`src/rtl/dct_pkg.sv`:
```
package dct_pkg;

    // Position of a bank relative to the column command just issued
    typedef enum logic [1:0] {
        REL_SAME_GRP   = 2'd0,
        REL_OTHER_GRP  = 2'd1,
        REL_OTHER_RANK = 2'd2
    } rel_e;

endpackage

```
`src/rtl/dct_gap_sel.sv`:
```
module dct_gap_sel
    import dct_pkg::*;
#(
    parameter int CNT_W      = 8,
    parameter int T_BURST    = 4,
    parameter int T_CCD_L    = 6,
    parameter int T_CCD_L_WR = 6,
    parameter int T_CL       = 11,
    parameter int T_WTR      = 3,
    parameter int T_RTW      = 4,
    parameter int T_CS       = 2
) (
    input  logic             src_is_wr,
    input  rel_e             rel,
    output logic [CNT_W-1:0] gap_rd,
    output logic [CNT_W-1:0] gap_wr
);
    localparam int RD_TO_WR = T_RTW + T_BURST;
    localparam int WR_TO_RD = T_CL + T_BURST + T_WTR;
    localparam int RANK_SW  = T_CS + T_BURST;
    localparam int SG_RD_WR = (T_CCD_L > RD_TO_WR) ? T_CCD_L : RD_TO_WR;
    localparam int SG_WR_RD = (T_CCD_L > WR_TO_RD) ? T_CCD_L : WR_TO_RD;

    always_comb begin
        case (rel)
            REL_SAME_GRP: begin
                gap_rd = src_is_wr ? CNT_W'(SG_WR_RD)   : CNT_W'(T_CCD_L);
                gap_wr = src_is_wr ? CNT_W'(T_CCD_L_WR) : CNT_W'(SG_RD_WR);
            end
            REL_OTHER_GRP: begin
                gap_rd = src_is_wr ? CNT_W'(WR_TO_RD) : CNT_W'(T_BURST);
                gap_wr = src_is_wr ? CNT_W'(T_BURST)  : CNT_W'(RD_TO_WR);
            end
            default: begin
                gap_rd = CNT_W'(RANK_SW);
                gap_wr = CNT_W'(RANK_SW);
            end
        endcase
    end

endmodule

```
`src/rtl/dct_bank_timer.sv`:
```
module dct_bank_timer
    import dct_pkg::*;
#(
    parameter int CNT_W      = 8,
    parameter int T_BURST    = 4,
    parameter int T_CCD_L    = 6,
    parameter int T_CCD_L_WR = 6,
    parameter int T_CL       = 11,
    parameter int T_WTR      = 3,
    parameter int T_RTW      = 4,
    parameter int T_CS       = 2,
    parameter int T_RCD      = 10,
    parameter int T_RAS      = 20
) (
    input  logic             clk,
    input  logic             rst_n,
    input  logic             col_fire,
    input  logic             col_is_wr,
    input  rel_e             col_rel,
    input  logic [CNT_W-1:0] col_start,
    input  logic             act_hit,
    input  logic             wake_hit,
    input  logic [CNT_W-1:0] wake_exit,
    output logic [CNT_W-1:0] rd_wait,
    output logic [CNT_W-1:0] wr_wait,
    output logic [CNT_W-1:0] pre_wait,
    output logic [CNT_W-1:0] act_wait
);
    localparam int              WIDE_W = CNT_W + 2;
    localparam logic [WIDE_W-1:0] CAP  = WIDE_W'((1 << CNT_W) - 1);

    typedef struct packed {
        logic [CNT_W-1:0] rd;
        logic [CNT_W-1:0] wr;
        logic [CNT_W-1:0] pre;
        logic [CNT_W-1:0] act;
    } lim_t;

    lim_t st_d, st_q;
    logic [CNT_W-1:0] gap_rd, gap_wr;

    dct_gap_sel #(
        .CNT_W(CNT_W), .T_BURST(T_BURST), .T_CCD_L(T_CCD_L),
        .T_CCD_L_WR(T_CCD_L_WR), .T_CL(T_CL), .T_WTR(T_WTR),
        .T_RTW(T_RTW), .T_CS(T_CS)
    ) u_gap (
        .src_is_wr(col_is_wr),
        .rel      (col_rel),
        .gap_rd   (gap_rd),
        .gap_wr   (gap_wr)
    );

    // Offset from now turned into the count held in the next cycle
    function automatic logic [CNT_W-1:0] lift(input logic [WIDE_W-1:0] tgt);
        if (tgt == '0) return '0;
        if (tgt - WIDE_W'(1) > CAP) return CAP[CNT_W-1:0];
        return CNT_W'(tgt - WIDE_W'(1));
    endfunction

    function automatic logic [CNT_W-1:0] step(input logic [CNT_W-1:0] v);
        return (v == '0) ? '0 : v - CNT_W'(1);
    endfunction

    function automatic logic [CNT_W-1:0] hi(input logic [CNT_W-1:0] a,
                                            input logic [CNT_W-1:0] b);
        return (a > b) ? a : b;
    endfunction

    always_comb begin
        st_d.rd  = step(st_q.rd);
        st_d.wr  = step(st_q.wr);
        st_d.pre = step(st_q.pre);
        st_d.act = step(st_q.act);
        if (col_fire) begin
            st_d.rd = hi(st_d.rd, lift(WIDE_W'(col_start) + WIDE_W'(gap_rd)));
            st_d.wr = hi(st_d.wr, lift(WIDE_W'(col_start) + WIDE_W'(gap_wr)));
        end
        if (act_hit) begin
            st_d.rd  = hi(st_d.rd,  lift(WIDE_W'(T_RCD)));
            st_d.wr  = hi(st_d.wr,  lift(WIDE_W'(T_RCD)));
            st_d.pre = hi(st_d.pre, lift(WIDE_W'(T_RAS)));
        end
        if (wake_hit) begin
            st_d.rd  = hi(st_d.rd,  lift(WIDE_W'(wake_exit)));
            st_d.wr  = hi(st_d.wr,  lift(WIDE_W'(wake_exit)));
            st_d.pre = hi(st_d.pre, lift(WIDE_W'(wake_exit)));
            st_d.act = hi(st_d.act, lift(WIDE_W'(wake_exit)));
        end
    end

    always_ff @(posedge clk or negedge rst_n) begin
        if (!rst_n) st_q <= '0;
        else        st_q <= st_d;
    end

    assign rd_wait  = st_q.rd;
    assign wr_wait  = st_q.wr;
    assign pre_wait = st_q.pre;
    assign act_wait = st_q.act;


    rd_never_early_chk: assert property (@(posedge clk) disable iff (!rst_n)
        1'b1 |=> (rd_wait + CNT_W'(1) >= $past(rd_wait)));


    wr_never_early_chk: assert property (@(posedge clk) disable iff (!rst_n)
        1'b1 |=> (wr_wait + CNT_W'(1) >= $past(wr_wait)));


    act_rcd_floor_chk: assert property (@(posedge clk) disable iff (!rst_n)
        act_hit |=> (rd_wait >= CNT_W'(T_RCD - 1)) && (wr_wait >= CNT_W'(T_RCD - 1))
                    && (pre_wait >= CNT_W'(T_RAS - 1)));


    wake_exit_floor_chk: assert property (@(posedge clk) disable iff (!rst_n)
        (wake_hit && wake_exit != '0) |=> (act_wait + CNT_W'(1) >= $past(wake_exit))
                                          && (rd_wait + CNT_W'(1) >= $past(wake_exit)));


    act_countdown_chk: assert property (@(posedge clk) disable iff (!rst_n)
        (!wake_hit && act_wait != '0) |=> (act_wait == $past(act_wait) - CNT_W'(1)));

endmodule

```
`src/rtl/dct_burst_timer.sv`:
```
module dct_burst_timer #(
    parameter int CNT_W   = 8,
    parameter int T_BURST = 4,
    parameter int T_INIT  = 20
) (
    input  logic             clk,
    input  logic             rst_n,
    input  logic             issue_fire,
    input  logic [CNT_W-1:0] issue_at,
    output logic [CNT_W-1:0] burst_wait
);
    localparam int                WIDE_W = CNT_W + 2;
    localparam logic [WIDE_W-1:0] CAP    = WIDE_W'((1 << CNT_W) - 1);

    typedef struct packed {
        logic [CNT_W-1:0] gap;
    } bus_t;

    bus_t st_d, st_q;
    logic [WIDE_W-1:0] end_at;

    always_comb begin
        end_at = WIDE_W'(issue_at) + WIDE_W'(T_BURST) - WIDE_W'(1);
        st_d.gap = (st_q.gap == '0) ? '0 : st_q.gap - CNT_W'(1);
        if (issue_fire) begin
            st_d.gap = (end_at > CAP) ? CAP[CNT_W-1:0] : CNT_W'(end_at);
        end
    end

    always_ff @(posedge clk or negedge rst_n) begin
        if (!rst_n) st_q.gap <= CNT_W'(T_INIT);
        else        st_q     <= st_d;
    end

    assign burst_wait = st_q.gap;


    burst_after_issue_chk: assert property (@(posedge clk) disable iff (!rst_n)
        (issue_fire && issue_at < CNT_W'((1 << CNT_W) - 1 - T_BURST))
            |=> (burst_wait == $past(issue_at) + CNT_W'(T_BURST - 1)));

endmodule

```
`src/rtl/dram_col_timer.sv`:
```
module dram_col_timer
    import dct_pkg::*;
#(
    parameter int NUM_RANKS      = 2,
    parameter int BANKS_PER_RANK = 8,
    parameter int BANK_GROUPS    = 4,
    parameter int CNT_W          = 8,
    parameter int T_BURST        = 4,
    parameter int T_CCD_L        = 6,
    parameter int T_CCD_L_WR     = T_CCD_L,
    parameter int T_CL           = 11,
    parameter int T_WTR          = 3,
    parameter int T_RTW          = 4,
    parameter int T_CS           = 2,
    parameter int T_RCD          = 10,
    parameter int T_RAS          = 20,
    parameter int T_RP           = 10,
    localparam int RANK_W        = (NUM_RANKS > 1) ? $clog2(NUM_RANKS) : 1,
    localparam int BANK_W        = (BANKS_PER_RANK > 1) ? $clog2(BANKS_PER_RANK) : 1
) (
    input  logic              clk,
    input  logic              rst_n,
    input  logic              col_valid,
    input  logic              col_is_wr,
    input  logic [RANK_W-1:0] col_rank,
    input  logic [BANK_W-1:0] col_bank,
    output logic [CNT_W-1:0]  col_issue_in,
    output logic [CNT_W:0]    col_data_in,
    input  logic              act_valid,
    input  logic [RANK_W-1:0] act_rank,
    input  logic [BANK_W-1:0] act_bank,
    input  logic              wake_valid,
    input  logic [RANK_W-1:0] wake_rank,
    input  logic [CNT_W-1:0]  wake_exit,
    input  logic              qry_is_wr,
    input  logic [RANK_W-1:0] qry_rank,
    input  logic [BANK_W-1:0] qry_bank,
    output logic              qry_ok,
    output logic [CNT_W-1:0]  qry_wait,
    output logic [CNT_W-1:0]  qry_pre_wait,
    output logic [CNT_W-1:0]  qry_act_wait
);
    localparam int NB    = NUM_RANKS * BANKS_PER_RANK;
    localparam int IDX_W = (NB > 1) ? $clog2(NB) : 1;
    localparam int BPG   = BANKS_PER_RANK / BANK_GROUPS;

    if (BANK_GROUPS > 1 && (T_CCD_L <= T_BURST || T_CCD_L_WR <= T_BURST)) begin : g_bad_gap
        $error("same-group column gaps must exceed the burst length");
    end
    if (BANKS_PER_RANK % BANK_GROUPS != 0) begin : g_bad_grp
        $error("banks per rank must divide evenly into bank groups");
    end

    logic [CNT_W-1:0]  rd_w   [NB];
    logic [CNT_W-1:0]  wr_w   [NB];
    logic [CNT_W-1:0]  pre_w  [NB];
    logic [CNT_W-1:0]  act_w  [NB];
    logic [CNT_W-1:0]  burst_wait;
    logic [BANK_W-1:0] col_grp;
    logic [IDX_W-1:0]  col_idx, qry_idx;
    logic [CNT_W-1:0]  col_lim, qry_lim;

    assign col_grp = col_bank / BANK_W'(BPG);
    assign col_idx = IDX_W'(col_rank) * IDX_W'(BANKS_PER_RANK) + IDX_W'(col_bank);
    assign qry_idx = IDX_W'(qry_rank) * IDX_W'(BANKS_PER_RANK) + IDX_W'(qry_bank);

    for (genvar r = 0; r < NUM_RANKS; r++) begin : g_rank
        for (genvar b = 0; b < BANKS_PER_RANK; b++) begin : g_bank
            localparam int IDX = r * BANKS_PER_RANK + b;
            rel_e rel;
            logic same_rank, same_grp, act_hit, wake_hit;

            assign same_rank = (col_rank == RANK_W'(r));
            assign same_grp  = (col_grp == BANK_W'(b / BPG));
            if (BANK_GROUPS > 1) begin : g_grp
                assign rel = !same_rank ? REL_OTHER_RANK :
                             same_grp   ? REL_SAME_GRP   : REL_OTHER_GRP;
            end else begin : g_flat
                assign rel = same_rank ? REL_OTHER_GRP : REL_OTHER_RANK;
            end
            assign act_hit  = act_valid && (act_rank == RANK_W'(r)) && (act_bank == BANK_W'(b));
            assign wake_hit = wake_valid && (wake_rank == RANK_W'(r));

            dct_bank_timer #(
                .CNT_W(CNT_W), .T_BURST(T_BURST), .T_CCD_L(T_CCD_L),
                .T_CCD_L_WR(T_CCD_L_WR), .T_CL(T_CL), .T_WTR(T_WTR),
                .T_RTW(T_RTW), .T_CS(T_CS), .T_RCD(T_RCD), .T_RAS(T_RAS)
            ) u_bank (
                .clk      (clk),
                .rst_n    (rst_n),
                .col_fire (col_valid),
                .col_is_wr(col_is_wr),
                .col_rel  (rel),
                .col_start(col_issue_in),
                .act_hit  (act_hit),
                .wake_hit (wake_hit),
                .wake_exit(wake_exit),
                .rd_wait  (rd_w[IDX]),
                .wr_wait  (wr_w[IDX]),
                .pre_wait (pre_w[IDX]),
                .act_wait (act_w[IDX])
            );
        end
    end

    dct_burst_timer #(
        .CNT_W(CNT_W), .T_BURST(T_BURST), .T_INIT(T_RP + T_RCD)
    ) u_burst (
        .clk       (clk),
        .rst_n     (rst_n),
        .issue_fire(col_valid),
        .issue_at  (col_issue_in),
        .burst_wait(burst_wait)
    );

    always_comb begin
        col_lim      = col_is_wr ? wr_w[col_idx] : rd_w[col_idx];
        col_issue_in = (col_lim > burst_wait) ? col_lim : burst_wait;
        col_data_in  = {1'b0, col_issue_in} + (CNT_W + 1)'(T_CL + T_BURST);
        qry_lim      = qry_is_wr ? wr_w[qry_idx] : rd_w[qry_idx];
        qry_ok       = (qry_lim == '0) && (burst_wait == '0);
        qry_wait     = (qry_lim > burst_wait) ? qry_lim : burst_wait;
        qry_pre_wait = pre_w[qry_idx];
        qry_act_wait = act_w[qry_idx];
    end


    qry_ok_zero_chk: assert property (@(posedge clk) disable iff (!rst_n)
        qry_ok |-> (qry_wait == '0));


    issue_after_burst_chk: assert property (@(posedge clk) disable iff (!rst_n)
        col_valid |-> (col_issue_in >= burst_wait));

endmodule

```
`config.mk`:
```
export PLATFORM = sky130hd
export DESIGN_NAME = dram_col_timer
export DESIGN_NICKNAME = d
export VERILOG_FILES = /design/src/rtl/dct_pkg.sv /design/src/rtl/dct_gap_sel.sv /design/src/rtl/dct_bank_timer.sv /design/src/rtl/dct_burst_timer.sv /design/src/rtl/dram_col_timer.sv
export SDC_FILE = /design/constraint.sdc
export NUM_CORES = 2
export LEC_CHECK = 0
export ABC_AREA = 1
export BUFFER_PORTS_ARGS = -buffer_cell sky130_fd_sc_hd__buf_2
export CELL_PAD_IN_SITES_DETAIL_PLACEMENT = 1
export CELL_PAD_IN_SITES_GLOBAL_PLACEMENT = 1
export CORE_UTILIZATION = 51
export CTS_BUF_LIST = sky130_fd_sc_hd__clkbuf_4
export DETAILED_ROUTE_END_ITERATION = 6
export MAX_ROUTING_LAYER = met4
export PLACE_DENSITY = 0.93
export SLEW_MARGIN = 20
export SYNTH_ARGS = -nofsm -noshare
export SYNTH_HDL_FRONTEND = slang
export SYNTH_SLANG_ARGS = --single-unit
```
`constraint.sdc`:
```
create_clock -name clk -period 27.4 [get_ports clk]
set_clock_uncertainty 0.1 [all_clocks]
set_input_delay 5.48 -clock clk [delete_from_list [all_inputs] [get_ports clk]]
set_output_delay 5.48 -clock clk [all_outputs]
set_load 0.01 [all_outputs]
```
After elaboration in Yosys (flattened, before gate mapping):

Cells that the tools add are included.

* add/subtract/negate cells: 103
* $lt $le $gt $ge: 166
* equal/unequal tests: 18
* mux-type cells: 489
* bitwise logic cells: 4
* reduce and logical (&&, ||, !) cells: 114

Operators by type and width (number)
* 8-bit 2-to-1 mux: 315
* 8-bit > comparator: 98
* 8-bit logical NOT: 67
* 8-bit by 1-bit subtractor with 8-bit output (second input constant): 65
* 32-bit 2-to-1 mux: 16
* 24-bit 2-to-1 mux: 16
* 8-bit by 4-bit > comparator with 1-bit output (second input constant): 32
* 16-bit 2-to-1 mux: 16
* 8-bit binary-select mux with 4-bit select: 6
* 8-bit one-hot mux with 2 select lines: 12
* 10-bit by 8-bit > comparator with 1-bit output (second input constant): 18
* 10-bit logical NOT: 16
* 10-bit by 1-bit subtractor with 10-bit output (second input constant): 14
* 8-bit by 5-bit > comparator with 1-bit output (second input constant): 16
* 8-bit by 8-bit adder with 9-bit output: 13
* 1-bit 2-to-1 mux: 92
* 4-bit one-hot mux with 2 select lines: 4
* 9-bit by 1-bit subtractor with 10-bit output (second input constant): 3
* 8-bit by 4-bit adder with 9-bit output: 3
* 1-bit logical AND: 21
* 2-bit by 1-bit == test with 1-bit output (second input constant): 9
* 2-bit logical NOT: 8
* 2-bit 2-to-1 mux: 8
* 3-bit == test (second input constant): 4
* other kinds (13): 22

* flip-flop bits (word level): 520
* input port bits: 28
* output and inout bits: 42
* word-level logic and storage cells: 959

Logic depth before layout (Yosys ltp):

* word-level depth: 26
* depth in mapped cells: 70
* gate-level depth less buffers: 65

Modules after synthesis:

A second synthesis with hierarchy kept.

* cell total of the unflattened synthesis: 14636
* area total of the unflattened synthesis: 92606.3 µm²

By module, submodules not included
* dct_bank_timer at g_rank[0].g_bank[4].u_bank ...: instances 9, cells an instance 777, area each 5099.9 µm², seq. area each 800.8 µm²
* dct_bank_timer at g_rank[0].g_bank[0].u_bank ...: instances 4, cells an instance 772, area each 5133.7 µm², seq. area each 800.8 µm²
* dram_col_timer: instances 1, cells an instance 1810, area each 8350.5 µm², seq. area each 0.0 µm²
* dct_bank_timer at g_rank[0].g_bank[3].u_bank: instances 1, cells an instance 787, area each 5156.2 µm², seq. area each 800.8 µm²
* dct_bank_timer at g_rank[1].g_bank[0].u_bank: instances 1, cells an instance 782, area each 5039.8 µm², seq. area each 800.8 µm²
* dct_bank_timer at g_rank[1].g_bank[7].u_bank: instances 1, cells an instance 769, area each 5038.6 µm², seq. area each 800.8 µm²
* dct_gap_sel: instances 16, cells an instance 19, area each 116.4 µm², seq. area each 0.0 µm²
* dct_burst_timer: instances 1, cells an instance 103, area each 725.7 µm², seq. area each 202.7 µm²

Worst setup path before layout:

OpenSTA, ideal clock, no wires.

* kind: input-to-output
* from: input port col_bank[0]
* to: output port col_data_in[6]
* arrival: 10.415 ns
* required time: 21.820 ns
* path slack: 11.405 ns
* cell stages on the path: 28
* cells stage by stage: buf_6 inv_4 buf_4 buf_2 buf_1 a21oi_1 o21ai_0 nand2_1 o21ai_0 nand4_1 ha_1 inv_1 nor2_1 o21ai_1 nand2_1 nand2_1 a21boi_1 inv_1 buf_2 o21ai_2 buf_4 buf_4 buf_2 clkbuf_1 ha_1 nand3_1 nand2_1 xor2_1

* longest elaborated chain between the ends: 9

Ends and longest elaborated chain
* from (decl): RTL line dram_col_timer.sv:26 `input logic [BANK_W-1:0] col_bank,`
* 4-bit by 3-bit adder with 4-bit output *: RTL line dram_col_timer.sv:64 `assign col_idx = IDX_W'(col_rank) * IDX_W'(BANKS_PER_RANK) + IDX_W'(col_bank);`
* 4-bit NOT with 5-bit output (not written as such) *: RTL line dram_col_timer.sv:117 `col_lim = col_is_wr ? wr_w[col_idx] : rd_w[col_idx];`
* 8-bit binary-select mux with 4-bit select: RTL line dram_col_timer.sv:117
* 8-bit 2-to-1 mux (not written as such) (2 in a row): RTL line dram_col_timer.sv:117
* 8-bit 2-to-1 mux *: RTL line dram_col_timer.sv:117
* 8-bit > comparator: RTL line dram_col_timer.sv:118 `col_issue_in = (col_lim > burst_wait) ? col_lim : burst_wait;`
* 8-bit 2-to-1 mux *: RTL line dram_col_timer.sv:118
* 8-bit by 4-bit adder with 9-bit output *: RTL line dram_col_timer.sv:119 `col_data_in = {1'b0, col_issue_in} + (CNT_W + 1)'(T_CL + T_BURST);`
* to (decl): RTL line dram_col_timer.sv:28 `output logic [CNT_W:0] col_data_in,`

Mark *: on every way between the ends. The rest lies on a longest branch, timed or not. The select of a mux whose other input is x is not followed.

Worst setup path in the final report:

* from: input port col_bank[0]
* to: output port col_data_in[7]

Same word-level chain as after synthesis.

==> metrics.csv <==
stage,metric,value,unit
cts,clk root buf,clkbuf_4,
timing,fmax,58.0,MHz
yosys,Synth Register Bits,520,
detailed_routing,met1 WL,121,mm
floorplan,core box area,136000,sq um
detailed_routing,Highest Signal Layer,met4,
cts,CTS tree,yes,
yosys,"EDFF count, synth",0,
timing,fin. max-slew vios,0,
cells_and_area,layout cell share with drive strength beyond 1,6.36,%
cells_and_area,area grow syn2layout,5.24,%
yosys,"Net Count, Synth",12400,
setup_path,Crit Reg-Reg Endpoint,g_rank[0].g_bank[5].u_bank.rd_wait[7]$_DFF_PN0_,
timing,Least-Margin Pin Slew,1190,ps
floorplan,Initial Util,51.7,%
cts,Hold Buf Count CTS,0,
cts,"Setup Fix Bufs, Post-CTS",0,
place,detailed placement HPWL,229,mm
timing,Final min period,17240,ps
global_routing,global route total overflow,0,
yosys,Synth async-reset ratio,100,%
place,Post-DP Area,72000,sq um
timing,crit share post-route,62.9,%
yosys,sequential area share after synthesis,18.5,%
yosys,post-synth design cell area,70300,sq um
timing,RSZ-0062 raised after global routing,no,
global_routing,global-route wire length before repair,471,mm
global_routing,Total GRT Usage,43.9,%
timing,total negative slack,0,ps
yosys,Yosys warnings,0,
place,RePlAce Congestion,1.03,
setup_path,kind of critical path,in -> out,
yosys,Synth top area share,18.4,%
detailed_routing,final wirelength,306,mm
cells_and_area,fin area,74000,sq um
yosys,syn avg cell area,6.17,sq um
timing,setup violators final,0,
setup_path,CP Capture Type,primary output,
worst_hold_path,Hold Crit Depth,3,
detailed_routing,WL met2,138,mm
floorplan,die width,373,um
worst_hold_path,worst hold path endpoint,g_rank[0].g_bank[6].u_bank.act_wait[0]$_DFF_PN0_,
floorplan,Die Area,139000,sq um
cts,Worst-path clk slew,60,ps
yosys,synth unique cells,74,
worst_hold_path,min-delay src,g_rank[0].g_bank[6].u_bank.act_wait[0]$_DFF_PN0_,
detailed_routing,Via density,6.11,
timing,slew margin rel.,20.9,%
yosys,Cells after Synth,11400,
cts,CTS sink count,520,
setup_path,R2R Path Start,g_rank[1].g_bank[7].u_bank.rd_wait[7]$_DFF_PN0_,
worst_hold_path,HP Class,reg -> reg,
setup_path,CP arrival,11660,ps
detailed_routing,DRC violation count after routing,0,
run_status,status,"finished, final reports clean",
cells_and_area,nets@finish,12400,
setup_path,r2r worst-path depth,56,
job,max-cap violations,0,
detailed_routing,Routed wire per std cell,23.0,um
setup_path,Critical Path Start Type,input pin,
timing,final hold vios,0,
global_routing,number of global-route vias before repair,83800,
detailed_routing,DRT Pass-1 Iters,6,
floorplan,Rows,135,
cts,H-tree depth,4,
cts,Resized Gates After CTS,0,
setup_path,"reg-to-reg slack, setup",16480,ps
detailed_routing,met3 WL,23.7,mm
cts,clk buf depth,3,
global_routing,initial antenna violation count,18,
global_routing,largest net degree at the start of global routing,173,
floorplan,Die Height,373,um
detailed_routing,initial DRC count,6444,
yosys,Post-synth top flop,dfrtp_1,
detailed_routing,via count,81200,
setup_path,CP Max Fanout,91,
detailed_routing,Antenna Violating Nets Remaining,0,
cts,TritonCTS buffer count,161,
cts,clock latency on the worst-skew pair,1260,ps
yosys,post-synth top area cell,dfrtp_1,
cells_and_area,Filler cells,19200,
floorplan,num ports,70,
place,I/O Buffers,69,
setup_path,CP required,21820,ps
yosys,Synth area leaders,"dfrtp_1 18%, ha_1 18%, nand2_1 14%, inv_1 9.1%, o21ai_0 7.4%",
[synth_stat cells (11+ instances only)]
| cell type | number |
|---|---|
| a21oi_1 | 1028 |
| dfrtp_1 | 518 |
| a211oi_1 | 18 |
| clkbuf_1 | 220 |
| o221ai_1 | 16 |
| nand3b_1 | 42 |
| nor3b_1 | 19 |
| buf_2 | 39 |
| o211ai_1 | 80 |
| a21oi_2 | 31 |
| nand3_1 | 554 |
| o21a_1 | 21 |
| nor4_1 | 71 |
| nor2_2 | 30 |
| o21ai_1 | 45 |
| o21ai_2 | 16 |
| xor2_1 | 74 |
| inv_1 | 1710 |
| nor2_4 | 17 |
| ha_1 | 984 |
| xnor2_1 | 51 |
| or2_2 | 28 |
| buf_1 | 25 |
| nand4_2 | 12 |
| nand2_2 | 72 |
| nor2_1 | 1360 |
| buf_6 | 31 |
| o21ai_0 | 1040 |
| a31oi_1 | 57 |
| inv_2 | 31 |
| nand3_2 | 53 |
| nor3_1 | 192 |
| nand2_1 | 2611 |
| a221oi_1 | 11 |
| buf_4 | 15 |
| nand4_1 | 144 |
[critical path: stages]
cell	delay [ps]
buf_6	450
buf_4	790
a21oi_1	180
o21ai_1	140
nand2_1	80
nor2_1	160
nor2_1	80
nor2_1	290
nand2_2	140
ha_1	320
nand2_1	70
nor2_1	170
nand4_1	100
a21boi_1	140
buf_4	190
inv_1	410
o21ai_0	330
inv_1	800
nor2_1	130
nand3_1	130
nand2_1	100
nor2_1	130
xor2_1	460
buf_2	230
[kinds of logic after synthesis]
kind of cell,Yosys count,synth area share (%)
DFF,520,18.5
muxes,1,0.0142
buffers and inverters,2085,11.6
adders and majority gates,984,17.5
xor gates and xnor gates,132,1.72
and+or+nand+nor,5246,32.1
AOI/OAI and AO/OA,2428,18.5
[layout by cell type, fill, tap and decap left out, types with 74 or more instances in the layout]
cell type  synthesis  layout
xor2_1            74      74
nand4_1          144     144
nand2_1         2611    2609
nor2_1          1360    1355
dfrtp_1          518     518
o21ai_0         1040    1040
clkbuf_4           0     209
o211ai_1          80      80
ha_1             984     984
a21oi_1         1028    1025
inv_1           1710    1699
nand3_1          554     554
nor3_1           192     192
[layer usage]
metal / GRT usage, % / vias up
met5: - / -
met1: 50.1 / 39400
met4: 30.6 / 0
met3: 8.47 / 1215
li1: - / 37400
met2: 69.5 / 3182
[through the flow]
stage / instances / worst slack (ps) / util (%) / hold slack [ps]
finish: 13300 / 10160 / 54.4 / 475
global route: 13300 / 10010 / 54.4 / 517
CTS: 13300 / 10420 / 54.3 / 476
detailed placement: 13000 / 10440 / 52.9 / 467
global placement: 13000 / 10560 / 52.9 / 448
floorplan: 11400 / 11410 / - / 416
[how the worst max path moves through the flow]
stage,startpoint,slack [ps],end
2_1_floorplan,col_bank[0],11410,col_data_in[6]
3_3_place_gp,col_bank[0],10560,col_data_in[7]
3_5_place_dp,col_bank[0],10440,col_data_in[7]
4_1_cts,col_bank[0],10420,col_data_in[7]
5_1_grt,col_bank[0],10010,col_data_in[7]
6_report,col_bank[0],10160,col_data_in[7]
[state kept, by name, summed over array words and instances (netlist names)]
| register | flops |
|---|---|
| g_rank.g_bank.u_bank.pre_wait | 128 |
| g_rank.g_bank.u_bank.rd_wait | 128 |
| u_burst.burst_wait | 8 |
| g_rank.g_bank.u_bank.act_wait | 128 |
| g_rank.g_bank.u_bank.wr_wait | 128 |
[area by class of cell]
cell class,count,area [sq um],share of cell area (%)
diodes,21,52.6,0.0710
clock buffers,209,1570,2.12
clock inverters,81,407,0.549
inverters,1755,6630,8.95
multi-input cells,8791,49300,66.5
flip-flops and latches,520,13000,17.6
well taps,1781,2230,3.01
repair buffers,131,873,1.18
Power is not shown: default switching activity piles up to over one toggle a cycle in this logic, so the estimate is an artifact.
